### src/rtl/dmaprot_pkg.sv
package dmaprot_pkg;
   typedef enum logic [1:0] {
      SEL_NONE  = 2'd0,
      SEL_BASE  = 2'd1,
      SEL_LIMIT = 2'd2
   } reg_sel_e;
endpackage

### src/rtl/dmaprot_decode.sv
module dmaprot_decode
   import dmaprot_pkg::*;
#(
   parameter int          OFF_W     = 4,
   parameter logic [3:0]  BASE_OFF  = 4'h0,
   parameter logic [3:0]  LIMIT_OFF = 4'h8
) (
   input  logic             cfg_wr,
   input  logic [OFF_W-1:0] cfg_off,
   input  logic             lock,
   output reg_sel_e         sel,
   output logic             wr_base,
   output logic             wr_limit
);
   always_comb begin
      if (cfg_off == OFF_W'(BASE_OFF))       sel = SEL_BASE;
      else if (cfg_off == OFF_W'(LIMIT_OFF)) sel = SEL_LIMIT;
      else                                   sel = SEL_NONE;
   end

   assign wr_base  = cfg_wr && !lock && (sel == SEL_BASE);
   assign wr_limit = cfg_wr && !lock && (sel == SEL_LIMIT);
endmodule

### src/rtl/dmaprot_bound_reg.sv
module dmaprot_bound_reg #(
   parameter int REG_W    = 64,
   parameter int GRAN_LSB = 21,
   parameter bit PRESENT  = 1'b1,
   localparam int FW      = REG_W - GRAN_LSB
) (
   input  logic             clk,
   input  logic             rst_n,
   input  logic             wr_en,
   input  logic             lock,
   input  logic [REG_W-1:0] wdata,
   output logic [FW-1:0]    field_o,
   output logic [REG_W-1:0] rdata_o
);
   generate
      if (PRESENT) begin : g_rw
         logic [FW-1:0] field_q;
         always_ff @(posedge clk) begin
            if (!rst_n)     field_q <= '0;
            else if (wr_en) field_q <= wdata[REG_W-1:GRAN_LSB];
         end
         assign field_o = field_q;

         logic unused_low_wdata;
         assign unused_low_wdata = ^wdata[GRAN_LSB-1:0];

         AST_LOCK_HOLDS: assert property (@(posedge clk) disable iff (!rst_n)
            lock |=> $stable(field_q));
      end else begin : g_ro
         assign field_o = '0;
         logic unused_ro_inputs;
         assign unused_ro_inputs = ^{clk, rst_n, wr_en, lock, wdata};
      end
   endgenerate

   assign rdata_o = {field_o, {GRAN_LSB{1'b0}}};
endmodule

### src/rtl/dmaprot_compare.sv
module dmaprot_compare #(
   parameter int HAW      = 39,
   parameter int GRAN_LSB = 21,
   localparam int CW      = HAW - GRAN_LSB
) (
   input  logic           clk,
   input  logic           rst_n,
   input  logic           prot_en,
   input  logic           req_valid,
   input  logic [HAW-1:0] req_addr,
   input  logic [CW-1:0]  base_c,
   input  logic [CW-1:0]  lim_c,
   output logic           blk_valid,
   output logic           blk_hit
);
   logic [CW-1:0] addr_c;
   logic          win_open;
   logic          in_win;
   logic          hit_d;

   assign addr_c   = req_addr[HAW-1:GRAN_LSB];
   assign win_open = (lim_c >= base_c);
   assign in_win   = (addr_c >= base_c) && (addr_c <= lim_c);
   assign hit_d    = req_valid && prot_en && win_open && in_win;

   logic unused_addr_low;
   assign unused_addr_low = ^req_addr[GRAN_LSB-1:0];

   always_ff @(posedge clk) begin
      if (!rst_n) begin
         blk_valid <= 1'b0;
         blk_hit   <= 1'b0;
      end else begin
         blk_valid <= req_valid;
         blk_hit   <= hit_d;
      end
   end

   AST_HIT_NEEDS_EN: assert property (@(posedge clk) disable iff (!rst_n)
      blk_hit |-> $past(prot_en));
   AST_HIT_HAS_VALID: assert property (@(posedge clk) disable iff (!rst_n)
      blk_hit |-> blk_valid);
   AST_VALID_FOLLOWS: assert property (@(posedge clk) disable iff (!rst_n)
      req_valid |=> blk_valid);
   AST_EMPTY_NO_HIT: assert property (@(posedge clk) disable iff (!rst_n)
      blk_hit |-> $past(lim_c >= base_c));
endmodule

### src/rtl/dma_region_guard.sv
module dma_region_guard
   import dmaprot_pkg::*;
#(
   parameter int         REG_W      = 64,
   parameter int         HAW        = 39,
   parameter int         GRAN_LSB   = 21,
   parameter bit         HAS_REGION = 1'b1,
   parameter int         OFF_W      = 4,
   parameter logic [3:0] BASE_OFF   = 4'h0,
   parameter logic [3:0] LIMIT_OFF  = 4'h8,
   localparam int        FW         = REG_W - GRAN_LSB,
   localparam int        CW         = HAW - GRAN_LSB
) (
   input  logic             clk,
   input  logic             rst_n,
   input  logic             prot_en,
   input  logic             cfg_wr,
   input  logic [OFF_W-1:0] cfg_off,
   input  logic [REG_W-1:0] cfg_wdata,
   output logic [REG_W-1:0] cfg_rdata,
   input  logic             req_valid,
   input  logic [REG_W-1:0] req_addr,
   output logic             blk_valid,
   output logic             blk_hit
);
   generate
      if (HAW > REG_W || HAW < 2)
         $error("dma_region_guard: HAW must lie in 2..REG_W");
      if (GRAN_LSB < 1 || GRAN_LSB >= HAW)
         $error("dma_region_guard: GRAN_LSB must lie in 1..HAW-1");
      if (BASE_OFF == LIMIT_OFF)
         $error("dma_region_guard: register offsets must differ");
      if (OFF_W < 1 || OFF_W > 4)
         $error("dma_region_guard: OFF_W must lie in 1..4");
   endgenerate

   reg_sel_e         sel;
   logic             wr_base, wr_limit;
   logic [FW-1:0]    base_f, lim_f;
   logic [REG_W-1:0] base_rd, lim_rd;

   dmaprot_decode #(
      .OFF_W(OFF_W), .BASE_OFF(BASE_OFF), .LIMIT_OFF(LIMIT_OFF)
   ) u_decode (
      .cfg_wr(cfg_wr), .cfg_off(cfg_off), .lock(prot_en),
      .sel(sel), .wr_base(wr_base), .wr_limit(wr_limit)
   );

   dmaprot_bound_reg #(
      .REG_W(REG_W), .GRAN_LSB(GRAN_LSB), .PRESENT(HAS_REGION)
   ) u_base (
      .clk(clk), .rst_n(rst_n), .wr_en(wr_base), .lock(prot_en),
      .wdata(cfg_wdata), .field_o(base_f), .rdata_o(base_rd)
   );

   dmaprot_bound_reg #(
      .REG_W(REG_W), .GRAN_LSB(GRAN_LSB), .PRESENT(HAS_REGION)
   ) u_limit (
      .clk(clk), .rst_n(rst_n), .wr_en(wr_limit), .lock(prot_en),
      .wdata(cfg_wdata), .field_o(lim_f), .rdata_o(lim_rd)
   );

   always_comb begin
      unique case (sel)
         SEL_BASE:  cfg_rdata = base_rd;
         SEL_LIMIT: cfg_rdata = lim_rd;
         default:   cfg_rdata = '0;
      endcase
   end

   generate
      if (HAW < REG_W) begin : g_hi_unused
         logic unused_hi;
         assign unused_hi = ^{req_addr[REG_W-1:HAW], base_f[FW-1:CW], lim_f[FW-1:CW]};
      end
   endgenerate

   logic arm;
   assign arm = prot_en && HAS_REGION;

   dmaprot_compare #(
      .HAW(HAW), .GRAN_LSB(GRAN_LSB)
   ) u_cmp (
      .clk(clk), .rst_n(rst_n), .prot_en(arm), .req_valid(req_valid),
      .req_addr(req_addr[HAW-1:0]), .base_c(base_f[CW-1:0]), .lim_c(lim_f[CW-1:0]),
      .blk_valid(blk_valid), .blk_hit(blk_hit)
   );

   AST_RO_LOW_ZERO: assert property (@(posedge clk) disable iff (!rst_n)
      cfg_rdata[GRAN_LSB-1:0] == '0);
   AST_NOCAP_NO_HIT: assert property (@(posedge clk) disable iff (!rst_n)
      !HAS_REGION |-> !blk_hit);
endmodule

### config.mk
export PLATFORM = sky130hd
export DESIGN_NAME = dma_region_guard
export DESIGN_NICKNAME = d
export VERILOG_FILES = /design/src/rtl/dmaprot_pkg.sv /design/src/rtl/dmaprot_decode.sv /design/src/rtl/dmaprot_bound_reg.sv /design/src/rtl/dmaprot_compare.sv /design/src/rtl/dma_region_guard.sv
export SDC_FILE = /design/constraint.sdc
export NUM_CORES = 1
export LEC_CHECK = 0
export ABC_AREA = 1
export ABC_CLOCK_PERIOD_IN_PS = 1700
export BUFFER_PORTS_ARGS = -buffer_cell sky130_fd_sc_hd__buf_4
export CORE_ASPECT_RATIO = 2
export CORE_MARGIN = 3
export CORE_UTILIZATION = 49
export DETAILED_ROUTE_END_ITERATION = 7
export MAX_ROUTING_LAYER = met4
export PLACE_DENSITY = 0.88
export SLEW_MARGIN = 5
export SYNTH_ARGS = -nofsm -noshare
export SYNTH_HDL_FRONTEND = slang
export SYNTH_SLANG_ARGS = --single-unit
### constraint.sdc
create_clock -name clk -period 1.7 [get_ports clk]
set_input_delay 0.085 -clock clk [delete_from_list [all_inputs] [get_ports clk]]
set_output_delay 0.085 -clock clk [all_outputs]
set_load 0.05 [all_outputs]
Yosys cells after proc, flatten, opt, wreduce, memory -nomap -nowiden
Cells that the tools add are included.
W data, S select, Z words.
- bits in registers: 88
- input bits: 137
- logic and storage cells: 22
- output and inout bits: 66
- reductions and logical operators: 9
- eq/ne operators: 3
- order comparisons: 3
- multiplexer cells: 3
- operator list (operator ; count):
    $pmux W64 S2 ; 1
    $ge A18 B18 Y1 ; 2
    $le A18 B18 Y1 ; 1
    $logic_and A1 B1 Y1 ; 7
    $eq A4 B4 Y1 const B ; 1
    $logic_not A4 Y1 ; 1
    $mux W2 ; 2
    $eq A2 B1 Y1 const B ; 1
    $eq A2 B2 Y1 const B ; 1
    $logic_not A1 Y1 ; 1

Logic depth before layout (Yosys ltp)
Gate-level depths: netlist of run 1.
- word-level depth: 5
- mapped depth: 12
- mapped depth without buffers: 12

Cells and area by module
Synthesis of run 1 repeated with hierarchy kept, for this count alone.
- cell total of the unflattened synthesis: 1152
- area, all modules: 7114.3 um2
- modules (own cells, without submodules) (module ; area each (um2) ; times used ; cells each ; sequential area each (um2)):
    dmaprot_bound_reg ; 2258.4 ; 2 ; 338 ; 860.8
    dmaprot_compare ; 1544.0 ; 1 ; 247 ; 40.0
    dma_region_guard ; 1003.5 ; 1 ; 217 ; 0.0
    dmaprot_decode ; 50.0 ; 1 ; 12 ; 0.0

Least setup slack after synthesis of run 1
No wires, ideal clock.
- path type: input to output
- start: input port cfg_off[2]
- end: output port cfg_rdata[21]
- stages: 4
- setup slack: -186 ps
- buffers on the path: 1
- required time: 1615 ps
- arrival time: 1801 ps
- cells stage by stage: nor4_2 inv_1 clkbuf_1 o21ai_0
- word-level cells in the longest chain between the ends: 5
- elaborated cells between the ends (all ways): 7
- those cells by class: 3 x eq/ne; 3 x mux; 1 x reduce/logical
- RTL lines (what ; RTL line ; RTL):
    start, declared ; dma_region_guard.sv:18 ; input logic [OFF_W-1:0] cfg_off,
    $eq A4 B4 Y1 ; dmaprot_decode.sv:17 ; else if (cfg_off == OFF_W'(LIMIT_OFF)) sel = SEL_LIMIT;
    $mux W2 ; dmaprot_decode.sv:17 ;
    $mux W2 (*) ; dmaprot_decode.sv:16 ; if (cfg_off == OFF_W'(BASE_OFF)) sel = SEL_BASE;
    $eq A2 B2 Y1 / $eq A2 B1 Y1 (equally long branches) ; dma_region_guard.sv:64 ; unique case (sel)
    $pmux W64 S2 (*) ; dma_region_guard.sv:64 ;
    end, declared ; dma_region_guard.sv:20 ; output logic [REG_W-1:0] cfg_rdata,
Every way passes the cells marked *; elsewhere a longest branch is shown, timed or not.

Worst setup path after layout of run 1
- start: register u_base.g_rw.field_q[17], in the netlist u_base.field_o[17]
- end: register u_cmp.blk_hit
- word-level cells in the longest chain between the ends: 3
- elaborated cells between the ends (all ways): 5
- those cells by class: 2 x order compare; 3 x reduce/logical
- RTL lines (what ; RTL line ; RTL):
    start, declared ; dmaprot_bound_reg.sv:17 ; logic [FW-1:0] field_q;
    start signal, assigned ; dmaprot_bound_reg.sv:20 ; else if (wr_en) field_q <= wdata[REG_W-1:GRAN_LSB];
    $ge A18 B18 Y1, on equally long branches ; dmaprot_compare.sv:22, dmaprot_compare.sv:23 ;
    $logic_and A1 B1 Y1, on equally long branches ; dmaprot_compare.sv:24, dmaprot_compare.sv:23 ;
    $logic_and A1 B1 Y1 (*) ; dmaprot_compare.sv:24 ; assign hit_d = req_valid && prot_en && win_open && in_win;
    end signal, assigned ; dmaprot_compare.sv:35 ; blk_hit <= hit_d;
    end, declared ; dmaprot_compare.sv:14 ; output logic blk_hit
Marked as above.
A chain may end at the register's enable or synchronous reset.

==> impl_metrics.tcl, run 1 <==
set metrics [dict create \
    clk_pin_slew_ps 60 \
    place_area_sq_um 5779 \
    dr.pass1.iters 5 \
    period_needed_ps 1529 \
    worstPathRequired_ps 1970 \
    cts_root_buf "clkbuf_16" \
    final_nets 967 \
    synth_top_family_by_area "compound AO/OA/AOI/OAI gates" \
    seq_area_frac_synth_pct 35.84 \
    insertedDiodeCount 0 \
    drv_slew 0 \
    rows 51 \
    routed.top_layer "met4" \
    initial_core_util_pct 50.35 \
    gp_congestion 0.8919 \
    power.density_nw_per_um2 769.1 \
    async_flop_share_pct 0 \
    yosys-mux-area-fraction_pct 0 \
    dieWidth_um 76.83 \
    initialDrtViolationCount 251 \
    crit_end "u_cmp.blk_hit$_SDFF_PN0_" \
    multi_input_comb_area_sq_um 2596 \
    status "finished clean" \
    maxCapViolCount 0 \
    grtUsageTotal_pct 23.32 \
    synth_most_common_cell "o21ai_0" \
    clock_path_buffers 2 \
    grt_pass1_wl_um 20690 \
    vias 4691 \
    ys_ff_latch 88 \
    synth_area_per_cell_sq_um 7.283 \
    final_hold_viol_count 0 \
    timing.rr.start "u_base.field_o[17]$_SDFFE_PN0P_" \
    synthAdderAreaFrac_pct 13.74 \
    synth-xor-area-share_pct 0 \
    yosysUniqueCellTypes 25 \
    cts_buffers 9 \
    rr_worst_depth 10 \
    wirelength_um 12750 \
    rsz0062_at_grt "no" \
    wl_per_cell_um 13.97 \
    r2r_slack_ps 170 \
    clock_latency_ps 330 \
    power.leakage_nw 2.653 \
    drc 0 \
    h-tree-depth 3 \
    ios 203 \
    wl_met3_um 603 \
    netlist_area_sq_um 4916 \
    die_h_um 147.7 \
    synth_area_leader_cell "dfxtp_1" \
    antenna_found_initial 0 \
    path_class "flip-flop to flip-flop" \
    ys_top_cells_by_count "o21ai_0, dfxtp_1, nand2_1" \
    path_max_fanout 4 \
    dieArea_sq_um 11340 \
    yosysTopAreaCellShare_pct 35.84 \
    syn_inst 675 \
    cts_tree "done" \
    core-area_sq_um 9763 \
    skew_ps 5.194 \
    area_growth_pct 23.80 \
    grt_pass1_vias 4564 \
    synth_compound_area_share_pct 23.14 \
    grt_max_degree 87 \
    cts_setup_buffers 0 \
    ys.flop_type "dfxtp_1" \
    hold_path.class "input pin to flip-flop" \
    crit_path_end_kind "flip-flop" \
    fin_crit_sh_pct 89.93 \
    stdcell_area_sq_um 6086 \
    met2_length_um 6931 \
    fill_cells 851 \
    ir_worst_vdd_v 0.0006633 \
    regArea_sq_um 1762 \
    tns_ps 0 \
    setup_viol 0 \
    portBuffers 114 \
    wl_met1_um 4633 \
    reg2reg_to "u_cmp.blk_hit$_SDFF_PN0_" \
    cp-start-kind "flip-flop" \
    cts.sinks 88 \
    arrival_ps 1800 \
    yosys.area_share.simple_pct 14.13 \
    overflow 0 \
    layout-drive-gt1-share_pct 18.59 \
    yosys_warnings 0 \
    synthTopCellsByArea "dfxtp_1, ha_1, o21ai_0, a21oi_1, nand2_1" \
    drtAntennaViolNets 0 \
    synth-edff-count 0 \
    crit_start "u_base.field_o[17]$_SDFFE_PN0P_" \
    timing.fmax_mhz 654.1 \
    via_per_inst 5.144 \
    post-dp-hpwl_um 9243 \
]
[final cells by class]
class,count,area share (%)
Clock inverter,3,0.6990
Sequential cell,88,28.95
Tap cell,132,2.714
Clock buffer,12,4.050
Inverter,83,5.181
Timing Repair Buffer,124,15.75
Multi-Input combinational cell,470,42.66
[cells in the final DEF (no fill, tap or decap), drive strengths merged]
cell,instances
o22ai,17
nand3,6
clkinv,2
and2,1
a21o,4
o21bai,2
nand4,1
nand2,86
a21oi,79
buf,123
o21ai,118
dlygate4sd3,1
nor4,2
conb,21
ha,54
nand3b,1
nor2,78
clkinvlp,1
inv,82
dfxtp,88
bufinv,1
clkbuf,12
[power by group]
part	total [mW]	switching, mW	internal, mW
sequential	2.10	0.0106	2.09
clock	1.95	0.784	1.17
combinational	0.626	0.387	0.239
[state kept, by name (all words and copies together), names as in the netlist]
register / flops
u_base.field_o: 43
u_cmp.blk_hit: 1
u_limit.field_o: 43
u_cmp.blk_valid: 1
[cells by family (layout without fill, tap and decap cells)]
| group | count (synthesis) | count (layout) |
|---|---|---|
| other | 1 | 21 |
| buffers and inverters | 137 | 222 |
| flip-flops | 88 | 88 |
| AND/OR/NAND/NOR | 175 | 175 |
| adder cells (fa/ha/maj) | 54 | 54 |
| AO/OA/AOI/OAI | 220 | 220 |
[what timing repair did]
item                                    4_1_cts  5_1_grt
endpoints found under the setup margin        0        1
endpoints found under the hold margin         1        0
hold buffers                                  1        0
resized for setup                             0        4
[through the flow]
stage                     hold slack (ps)  cells  utilization [%]  worst slack, ps  power [mW]
after floorplan                     196.5    695                -           -186.1       2.563
after global placement              301.0    896            59.20            198.2       2.743
after detailed placement            311.8    896            59.20            121.7       2.760
after CTS                           2.180    912            62.26            174.2       4.702
after global routing                29.08    912            62.33            5.798       4.883
final                               10.17    912            62.33            171.1       4.680
[worst min-delay path by stage]
stage / to / startpoint / slack, ps / depth (start not counted)
3_3_place_gp: u_cmp.blk_valid$_SDFF_PN0_ / req_valid / 300 / 3
6_report: u_base.field_o[25]$_SDFFE_PN0P_ / cfg_wdata[46] / 10 / 3
2_1_floorplan: u_cmp.blk_valid$_SDFF_PN0_ / req_valid / 200 / 2
5_1_grt: u_base.field_o[42]$_SDFFE_PN0P_ / cfg_wdata[63] / 30 / 3
4_1_cts: u_base.field_o[25]$_SDFFE_PN0P_ / cfg_wdata[46] / 2 / 3
3_5_place_dp: u_cmp.blk_valid$_SDFF_PN0_ / req_valid / 310 / 3
[metal layers]
metal / vias up / GRT usage, %
met5: - / -
met4: 0 / 13.52
met3: 47 / 3.354
met2: 160 / 42.35
met1: 2099 / 23.31
li1: 2385 / -
[worst max-delay path, cell delays in order (launching register included)]
cell	delay, ps
dfxtp_1	310
inv_1	80
ha_1	300
nand2_1	70
nor2_1	230
nand3b_1	110
nor2_1	100
nor2_1	50
nand3_1	90
nand3_1	60
nor2_1	70
Note: power is estimated with default switching activity, not from simulation.
==> run 2, diff against run 1 <==
--- a/config.mk
+++ b/config.mk
@@ -6,7 +6,7 @@
 export NUM_CORES = 1
 export LEC_CHECK = 0
 export ABC_AREA = 1
-export ABC_CLOCK_PERIOD_IN_PS = 1700
+export ABC_CLOCK_PERIOD_IN_PS = 1600
 export BUFFER_PORTS_ARGS = -buffer_cell sky130_fd_sc_hd__buf_4
 export CORE_ASPECT_RATIO = 2
 export CORE_MARGIN = 3
@@ -14,7 +14,7 @@
 export DETAILED_ROUTE_END_ITERATION = 7
 export MAX_ROUTING_LAYER = met4
 export PLACE_DENSITY = 0.88
-export SLEW_MARGIN = 5
+export SLEW_MARGIN = 20
 export SYNTH_ARGS = -nofsm -noshare
 export SYNTH_HDL_FRONTEND = slang
 export SYNTH_SLANG_ARGS = --single-unit
==> constraint.sdc (replaced) <==
create_clock -name clk -period 1.6 [get_ports clk]
set_input_delay 0.08 -clock clk [delete_from_list [all_inputs] [get_ports clk]]
set_output_delay 0.08 -clock clk [all_outputs]
set_load 0.05 [all_outputs]
==> run 2 against run 1 <==
Effect of this change: worst hold slack worse by 2.8 ps; design area is 1.0% higher; critical path depth increased by 1; critical endpoint unchanged; largest cell class unchanged; critical path type unchanged; sequential share of layout area is 0.27 points lower; register-to-register slack worse by 40 ps.
==> impl_metrics.tcl, run 2 (synthesis results as in run 1) <==
set metrics [dict create \
    grt_max_degree 47 \
    fin_crit_sh_pct 92.11 \
    rsz0062_at_grt "no" \
    grt_pass1_wl_um 19890 \
    power.leakage_nw 2.656 \
    crit_slowest_cell "dfxtp_1" \
    critPathMaxStageDelay_ps 380 \
    vias 4704 \
    power.density_nw_per_um2 812.9 \
    dp.cells 896 \
    tns_ps 0 \
    period_needed_ps 1474 \
    ios 203 \
    dr.pass1.iters 4 \
    insertedDiodeCount 0 \
    overflow 0 \
    worst_path_most_repeated_cell "nand2_1" \
    critPathBufInv 2 \
    place_area_sq_um 5779 \
    timing.rr.start "u_limit.field_o[5]$_SDFFE_PN0P_" \
    setup_viol 0 \
    path_max_fanout 3 \
    final_common_cell "buf_4" \
    dieWidth_um 76.83 \
    grtUsageTotal_pct 22.14 \
    wl_per_cell_um 13.52 \
    final_nets 967 \
    drv_slew 0 \
    post-dp-hpwl_um 8952 \
    cts_tree "done" \
    path_delay_family "simple AND/OR/NAND/NOR gates" \
    via_per_inst 5.158 \
    path_class "flip-flop to flip-flop" \
    cts_buffers 9 \
    arrival_ps 1700 \
    holdCritStartpoint "cfg_wdata[54]" \
    dieArea_sq_um 11340 \
    cp_cell_sequence "inv_2, ha_4, nand2_2, inv_1, nand2_1, nand2_1, nand2_1, nand3_2, nand2_1, a21oi_2, nor2_1" \
    fin_hold_ws_ps 7.360 \
    worstPathRequired_ps 1820 \
    final_hold_viol_count 0 \
    crit_start "u_limit.field_o[5]$_SDFFE_PN0P_" \
    clk_pin_slew_ps 70 \
    cp-start-kind "flip-flop" \
    area_growth_pct 25.07 \
    initialDrtViolationCount 173 \
    clock_path_buffers 2 \
    gp_congestion 0.8859 \
    h-tree-depth 3 \
    layout-drive-gt1-share_pct 20.51 \
    portBuffers 114 \
    rows 51 \
    wirelength_um 12330 \
    maxCapViolCount 0 \
    status "finished clean" \
    final_cell_mix "buf_4, o21ai_0, dfxtp_1" \
    skew_ps 3.675 \
    final_cell_count_no_fill 912 \
    core-area_sq_um 9763 \
    finalPower_mw 4.998 \
    cts_root_buf "clkbuf_16" \
    crit_path_end_kind "flip-flop" \
    initial_core_util_pct 50.35 \
    cts.sinks 88 \
    antenna_found_initial 0 \
    drc 0 \
    ir_worst_vdd_v 0.0009166 \
    stdcell_area_sq_um 6148 \
    clock_latency_ps 320 \
    grt_pass1_vias 4480 \
    die_h_um 147.7 \
    drtAntennaViolNets 0 \
    hold_path.class "input pin to flip-flop" \
    timing.fmax_mhz 678.5 \
]
## run 2: through the flow
step	utilization [%]	setup slack (ps)
6_report	62.98	126.2
2_1_floorplan	-	-276.1
3_5_place_dp	59.20	99.85
5_1_grt	62.98	2.792
4_1_cts	62.32	48.75
3_3_place_gp	59.20	118.2
## run 2: report_power, final
group          switching (mW)  total [mW]  internal, mW
clock network           0.883        2.09          1.21
logic                   0.416       0.674         0.258
registers              0.0111        2.23          2.22
## run 2: what timing repair did
action,CTS,global route
endpoints found under the setup margin,0,1
hold buffers,1,0
endpoints found under the hold margin,1,0
resized for setup,0,17
setup buffers,0,0
## run 2: final timing paths
check                                           to  slack (ps)  depth (start not counted)
setup / recovery          u_cmp.blk_hit$_SDFF_PN0_         130                         11
setup reg to reg          u_cmp.blk_hit$_SDFF_PN0_         130                         11
hold / removal     u_base.field_o[33]$_SDFFE_PN0P_           7                          3
hold reg to reg   u_limit.field_o[24]$_SDFFE_PN0P_         440                          2
## run 2: cell type report
cell class,count,area [sq um]
clock buffers,9,225.2
fillers,863,3615
well taps,132,165.2
clock inverters,6,70.07
multi-input cells,470,2651
inverters,83,315.3
flip-flops and latches,88,1763
repair buffers,124,958.4
## run 2: routing by layer
metal,wire (um),vias to the layer above,global-route usage (%)
met4,353,0,10.71
met3,567,27,3.415
li1,-,2384,-
met1,4476,2142,21.24
met5,0,-,-
met2,6936,151,42.09
## run 2: worst register-to-register path, cell delays in order (launching register included)
cell	delay [ps]
dfxtp_1	380
inv_2	80
ha_4	270
nand2_2	70
inv_1	70
nand2_1	50
nand2_1	70
nand2_1	60
nand3_2	80
nand2_1	70
a21oi_2	110
nor2_1	50
